$ cat config.mk
export PLATFORM = sky130hd
export DESIGN_NAME = cfg_port_master
export DESIGN_NICKNAME = d
export VERILOG_FILES = /design/src/rtl/cfgp_pkg.sv /design/src/rtl/cfgp_timer.sv /design/src/rtl/cfgp_shifter.sv /design/src/rtl/cfg_port_master.sv
export SDC_FILE = /design/constraint.sdc
export NUM_CORES = 1
export LEC_CHECK = 0
export BUFFER_PORTS_ARGS = -buffer_cell sky130_fd_sc_hd__buf_2
export CAP_MARGIN = 20
export CORE_MARGIN = 5
export CORE_UTILIZATION = 54
export CTS_CLUSTER_SIZE = 14
export DETAILED_ROUTE_END_ITERATION = 6
export GPL_TIMING_DRIVEN = 0
export HOLD_SLACK_MARGIN = 0.05
export PLACE_DENSITY_LB_ADDON = 0.1
export SYNTH_ARGS = -nofsm -noshare
export SYNTH_HDL_FRONTEND = slang
export SYNTH_HIERARCHICAL = 1
export SYNTH_SLANG_ARGS = --single-unit
$ cat constraint.sdc
create_clock -name clk -period 2.5 [get_ports clk]
set_input_delay 0 -clock clk [delete_from_list [all_inputs] [get_ports clk]]
set_output_delay 0 -clock clk [all_outputs]
set_load 0.01 [all_outputs]
$ cat src/rtl/cfgp_pkg.sv
package cfgp_pkg;
    localparam int CFGP_ADDR_W = 7;
    localparam int CFGP_DATA_W = 8;

    typedef enum logic [2:0] {
        ST_IDLE = 3'd0,
        ST_LOW  = 3'd1,
        ST_HIGH = 3'd2,
        ST_TAIL = 3'd3,
        ST_GAP  = 3'd4
    } cfgp_state_t;
endpackage

$ cat src/rtl/cfgp_timer.sv
module cfgp_timer #(
    parameter int CW = 4
) (
    input  logic          clk,
    input  logic          rst,
    input  logic          load,
    input  logic [CW-1:0] load_val,
    output logic          zero
);
    logic [CW-1:0] cnt;

    always_ff @(posedge clk) begin
        if (rst) begin
            cnt <= '0;
        end else if (load) begin
            cnt <= load_val;
        end else if (cnt != '0) begin
            cnt <= cnt - 1'b1;
        end
    end

    assign zero = (cnt == '0);
endmodule

$ cat src/rtl/cfgp_shifter.sv
module cfgp_shifter #(
    parameter int AW = 7,
    parameter int DW = 8
) (
    input  logic          clk,
    input  logic          rst,
    input  logic          load,
    input  logic          shift,
    input  logic          capture,
    input  logic [AW-1:0] addr,
    input  logic          wr,
    input  logic [DW-1:0] wdata,
    input  logic          sdi,
    output logic          msb,
    output logic          last,
    output logic          in_data,
    output logic          is_read,
    output logic [DW-1:0] rdata
);
    localparam int FW = AW + 1 + DW;
    localparam int IW = $clog2(FW);

    logic [FW-1:0] sh;
    logic [IW-1:0] idx;
    logic          rd_q;

    always_ff @(posedge clk) begin
        if (rst) begin
            sh    <= '0;
            idx   <= '0;
            rd_q  <= 1'b0;
            rdata <= '0;
        end else if (load) begin
            sh    <= {addr, wr, (wr ? wdata : {DW{1'b0}})};
            idx   <= '0;
            rd_q  <= ~wr;
            rdata <= '0;
        end else begin
            if (shift) begin
                sh  <= {sh[FW-2:0], 1'b0};
                idx <= idx + 1'b1;
            end
            if (capture) begin
                rdata <= {rdata[DW-2:0], sdi};
            end
        end
    end

    assign msb     = sh[FW-1];
    assign last    = (idx == IW'(FW - 1));
    assign in_data = (idx >= IW'(AW + 1));
    assign is_read = rd_q;
endmodule

$ cat src/rtl/cfg_port_master.sv
module cfg_port_master
    import cfgp_pkg::*;
#(
    parameter int HALF_CYC = 5,
    parameter int GAP_CYC  = 5
) (
    input  logic                   clk,
    input  logic                   rst,
    input  logic                   cmd_valid,
    output logic                   cmd_ready,
    input  logic [CFGP_ADDR_W-1:0] cmd_addr,
    input  logic                   cmd_wr,
    input  logic [CFGP_DATA_W-1:0] cmd_wdata,
    output logic                   rsp_done,
    output logic [CFGP_DATA_W-1:0] rsp_rdata,
    output logic                   port_sel_n,
    output logic                   port_sclk,
    output logic                   port_sdo,
    input  logic                   port_sdi
);
    localparam int MAXC = (HALF_CYC > GAP_CYC) ? HALF_CYC : GAP_CYC;
    localparam int CW   = $clog2(MAXC + 1);
    localparam logic [CW-1:0] HALF_LD = CW'(HALF_CYC - 1);
    localparam logic [CW-1:0] GAP_LD  = CW'(GAP_CYC - 1);

    cfgp_state_t state, nxt;

    logic          t_load, t_zero;
    logic [CW-1:0] t_val;
    logic          sh_load, sh_shift, sh_cap;
    logic          sh_msb, sh_last, sh_in_data, sh_is_read;
    logic          fin, done_q;

    cfgp_timer #(.CW(CW)) u_timer (
        .clk      (clk),
        .rst      (rst),
        .load     (t_load),
        .load_val (t_val),
        .zero     (t_zero)
    );

    cfgp_shifter #(.AW(CFGP_ADDR_W), .DW(CFGP_DATA_W)) u_shift (
        .clk     (clk),
        .rst     (rst),
        .load    (sh_load),
        .shift   (sh_shift),
        .capture (sh_cap),
        .addr    (cmd_addr),
        .wr      (cmd_wr),
        .wdata   (cmd_wdata),
        .sdi     (port_sdi),
        .msb     (sh_msb),
        .last    (sh_last),
        .in_data (sh_in_data),
        .is_read (sh_is_read),
        .rdata   (rsp_rdata)
    );

    // State register
    always_ff @(posedge clk) begin
        if (rst) state <= ST_IDLE;
        else     state <= nxt;
    end

    always_ff @(posedge clk) begin
        if (rst) done_q <= 1'b0;
        else     done_q <= fin;
    end

    // Transitions and datapath strobes
    always_comb begin
        nxt      = state;
        t_load   = 1'b0;
        t_val    = HALF_LD;
        sh_load  = 1'b0;
        sh_shift = 1'b0;
        sh_cap   = 1'b0;
        fin      = 1'b0;
        unique case (state)
            ST_IDLE: begin
                if (cmd_valid) begin
                    nxt     = ST_LOW;
                    t_load  = 1'b1;
                    sh_load = 1'b1;
                end
            end
            ST_LOW: begin
                if (t_zero) begin
                    nxt    = ST_HIGH;
                    t_load = 1'b1;
                    sh_cap = sh_is_read && sh_in_data;
                end
            end
            ST_HIGH: begin
                if (t_zero) begin
                    t_load = 1'b1;
                    if (sh_last) begin
                        nxt = ST_TAIL;
                    end else begin
                        nxt      = ST_LOW;
                        sh_shift = 1'b1;
                    end
                end
            end
            ST_TAIL: begin
                if (t_zero) begin
                    nxt    = ST_GAP;
                    t_load = 1'b1;
                    t_val  = GAP_LD;
                    fin    = 1'b1;
                end
            end
            ST_GAP: begin
                if (t_zero) nxt = ST_IDLE;
            end
            default: nxt = ST_IDLE;
        endcase
    end

    // Outputs
    always_comb begin
        cmd_ready  = 1'b0;
        port_sel_n = 1'b0;
        port_sclk  = 1'b0;
        port_sdo   = 1'b0;
        unique case (state)
            ST_IDLE: begin
                cmd_ready  = 1'b1;
                port_sel_n = 1'b1;
            end
            ST_LOW:  port_sdo = sh_msb;
            ST_HIGH: begin
                port_sclk = 1'b1;
                port_sdo  = sh_msb;
            end
            ST_TAIL: port_sel_n = 1'b0;
            ST_GAP:  port_sel_n = 1'b1;
            default: port_sel_n = 1'b1;
        endcase
    end

    assign rsp_done = done_q;

    // Checks
    assert_sclk_only_selected_R9: assert property (@(posedge clk) disable iff (rst)
        port_sclk |-> !port_sel_n);

    assert_ready_means_released_R2: assert property (@(posedge clk) disable iff (rst)
        cmd_ready |-> port_sel_n);

    assert_accept_drops_ready_R2: assert property (@(posedge clk) disable iff (rst)
        (cmd_valid && cmd_ready) |=> !cmd_ready);

    assert_done_single_R7: assert property (@(posedge clk) disable iff (rst)
        rsp_done |=> !rsp_done);

    assert_done_with_release_R7: assert property (@(posedge clk) disable iff (rst)
        rsp_done |-> (port_sel_n && !cmd_ready));

    assert_sdo_steady_high_R3: assert property (@(posedge clk) disable iff (rst)
        (port_sclk && $past(port_sclk)) |-> $stable(port_sdo));

    assert_select_before_clock_R4: assert property (@(posedge clk) disable iff (rst)
        $fell(port_sel_n) |-> !port_sclk);

    generate
        if (HALF_CYC >= 2) begin : g_phase_chk
            assert_high_min_R4: assert property (@(posedge clk) disable iff (rst)
                $rose(port_sclk) |=> port_sclk);
            assert_low_min_R4: assert property (@(posedge clk) disable iff (rst)
                $fell(port_sclk) |=> !port_sclk);
        end
    endgenerate
endmodule

==> run_results.csv <==
group,metric,value,unit
timing,fin_crit,2070,ps
timing,timing.final.ws_setup,428,ps
worst_setup_path,worstSetupStartpointType,"flop",
floorplan,core,3100,um2
timing,setup_tns,0,ps
worst_setup_path,ff2ff_path_depth,9,
hold_path,hold_end,"u_shift/sh[6]$_SDFFE_PP0P_",
floorplan,pin_count,33,
cts,cts_resized,0,
global_route,antenna_found_initial,0,
routing,antenna_left,0,
routing,via_per_inst,5.11,
routing,drt-initial-drc-count,52,
yosys,synth_area_leaders,"dfxtp_1, mux2i_1, a211oi_1, nor2b_1, buf_6",
pwr,power_switching,0.000550,W
yosys,synth-seq-cells,36,
placed_design,placed_area,1990,um2
cts,cts_max_level,2,
worst_setup_path,r2r_start,"u_timer/cnt[0]$_SDFFE_PP0P_",
yosys,yosys.area.top_type,"dfxtp_1",
pwr,combPwrFrac,36.8,%
yosys,synth_most_common_cell,"dfxtp_1",
timing,max_freq,483,MHz
yosys,synth_warnings,6,
worst_setup_path,cp_data_required_time,2740,ps
routing,via_count,1432,
floorplan,die_h,67.4,um
pwr,p_per_area,744,nW/um2
routing,routed_wl,3.50,mm
placed_design,gp_congestion,0.812,
hold_path,worstHoldPathType,"in -> reg",
pwr,pwr-share-clk,19.6,%
global_route,grtUsageTotal,18.7,%
pwr,ir_worst_vdd,0.000477,V
yosys,syn_inst,179,
timing,tightest_slew,512,ps
timing,finalCritPeriodShare,82.9,%
worst_setup_path,ff2ff_setup_slack,430,ps
worst_setup_path,end_kind,"flop",
timing,fin_worst_skew,3.21,ps
cts,clock_latency,340,ps
floorplan,die-area,4540,um2
layout,post-route-cell-area,2220,um2
cts,cts_made_buffers,5,
placed_design,dpl.hpwl,2.48,mm
timing,holdWs,64.0,ps
cts,cts.path.max_buffers,2,
hold_path,min_delay_path_depth,3,
timing,slew_headroom,65.9,%
global_route,grt_pass1_wl,6.39,mm
yosys,async_reset_ff_share,0,%
placed_design,placement.io_buffers,31,
pwr,p_leak,0.870,nW
worst_setup_path,cp.arrival,2310,ps
layout,antenna_cells,0,
timing,rsz0062_at_grt,"false",
yosys,ys_types,40,
global_route,grt_pass1_vias,1487,
yosys,synthFlopType,"dfxtp_1",
yosys,syn_avg_cell_area,9.93,um2
yosys,seq_area_frac_synth,40.5,%
yosys,ys_top_cells_by_count,"dfxtp_1, mux2i_1, a211oi_1",
worst_setup_path,r2r_end,"u_timer/cnt[0]$_SDFFE_PP0P_",
global_route,grt_max_degree,12,
timing,finalMaxSlewViolations,0,
timing,setup-violations-final,0,
placed_design,place_ws,459,ps
yosys,netlist_area,1780,um2
cts,clock_sinks,36,
yosys,synth_top_area_share,40.5,%
layout,nets,259,
timing,hold_viol,0,
outcome,status,"finished clean",
layout,drive_gt1_share,23.7,%
pwr,seqPwrFrac,43.6,%
floorplan,fp.dieW,67.4,um
routing,drc_errors,0,
cts,cts_root_buf,"clkbuf_4",
pwr,internal-power,0.00110,W
routing,wire_per_inst,12.5,um
hold_path,hold_start,"cmd_wdata[6]",
flow_run,max_cap_violations,0,
yosys,synth_edf_count,0,
cts,cts_tree,"done",
pwr,swShare,33.3,%
worst_setup_path,path_class,"reg -> reg",
worst_setup_path,worst-path-max-fanout,9,
floorplan,start_util,57.3,%
global_route,grt_overflow_total,0,
cts,path_clk_slew,100,ps
floorplan,rows,20,
layout,syn2layout_area_growth,25.1,%
routing,firstDrtPassIters,4,
[power groups by stage]
stage	logic (W)	registers, W	clock network [W]
2_1_floorplan	0.000469	0.000717	0
3_3_place_gp	0.000558	0.000729	0
3_5_place_dp	0.000584	0.000733	0
4_1_cts	0.000609	0.000720	0.000336
5_1_grt	0.000694	0.000734	0.000362
6_report	0.000608	0.000721	0.000325
[final cells by class]
cell class              instances  area (um2)
plain buffers                  15         106
clock buffers                   6        51.3
clock inverters                 2        10.0
fillers                       267         880
inverters                       7        26.3
multi-input cells             122         928
flip-flops and latches         36         721
well taps                      44        55.1
repair buffers                 48         325
[logic make-up after synthesis]
logic type | count (synthesis) | synth area share [%]
other | 2 | 0.422
buffers and inverters | 22 | 7.46
DFF | 36 | 40.5
xor gates and xnor gates | 2 | 0.985
and+or+nand+nor | 52 | 18.4
adders and majority gates | 4 | 2.82
AOI/OAI and AO/OA | 36 | 15.2
muxes | 25 | 14.1
[layout by cell type (no fill, tap or decap), types with 2 or more instances in the layout]
cell type / netlist / final
buf_6: 5 / 5
buf_2: 7 / 38
nand2b_1: 2 / 2
a2111oi_1: 2 / 2
dlygate4sd3_1: 0 / 17
mux2i_1: 24 / 24
clkbuf_1: 2 / 2
dfxtp_1: 36 / 36
nand3b_1: 2 / 2
nor2b_1: 13 / 13
xnor2_1: 2 / 2
inv_1: 7 / 7
clkbuf_4: 0 / 5
a21boi_0: 7 / 7
a21oi_1: 5 / 5
a211oi_1: 16 / 16
ha_1: 4 / 4
or3b_1: 3 / 3
clkinv_2: 0 / 2
or2_1: 2 / 2
conb_1: 2 / 3
nor3_1: 3 / 3
nor2_1: 12 / 12
nor3b_1: 3 / 3
nor4b_1: 2 / 2
[routing by layer]
metal	global-route usage [%]	share of wire (%)	up-vias
met5	0	0	-
met4	10.4	2.2	0
met3	4.16	4.5	8
met2	32.4	50	31
met1	21.1	43	650
li1	-	-	743
[sequential cells by signal, summed over array words and instances (netlist names)]
name             cells
u_timer/cnt          3
u_shift/is_read      1
u_shift/idx          4
u_shift/sh          16
state                3
u_shift/rdata        8
rsp_done             1
[critical path, cell delays in order (launching register included)]
cell and delay, ps:
dfxtp_1 340, inv_1 80, ha_1 200, nand2b_1 110
inv_1 80, buf_6 120, o21ai_0 80, a21oi_1 440
nor2b_1 120, a2111oi_1 390
[how the worst max path moves through the flow]
stage / startpoint / endpoint / depth (start not counted)
final: u_timer/cnt[0]$_SDFFE_PP0P_ / u_timer/cnt[0]$_SDFFE_PP0P_ / 9
after global routing: u_timer/cnt[0]$_SDFFE_PP0P_ / u_timer/cnt[0]$_SDFFE_PP0P_ / 9
after CTS: u_timer/cnt[0]$_SDFFE_PP0P_ / u_timer/cnt[0]$_SDFFE_PP0P_ / 9
after detailed placement: u_timer/cnt[0]$_SDFFE_PP0P_ / u_timer/cnt[0]$_SDFFE_PP0P_ / 9
after global placement: u_timer/cnt[0]$_SDFFE_PP0P_ / u_timer/cnt[0]$_SDFFE_PP0P_ / 9
after floorplan: state[1]$_SDFFE_PP0P_ / u_shift/idx[3]$_SDFFE_PP0P_ / 6
[per-stage QoR]
step | total power, W | instances | utilization (%)
4_1_cts | 0.00166 | 279 | 71.3
3_5_place_dp | 0.00132 | 255 | 64.2
2_1_floorplan | 0.00119 | 180 | -
6_report | 0.00165 | 280 | 71.7
5_1_grt | 0.00179 | 280 | 71.7
3_3_place_gp | 0.00129 | 255 | 64.2
[repair_timing]
item	CTS	global route
setup buffers	0	0
endpoints found under the hold margin	22	1
hold buffers	16	1
No activity file was read; power rests on OpenSTA's default activity.
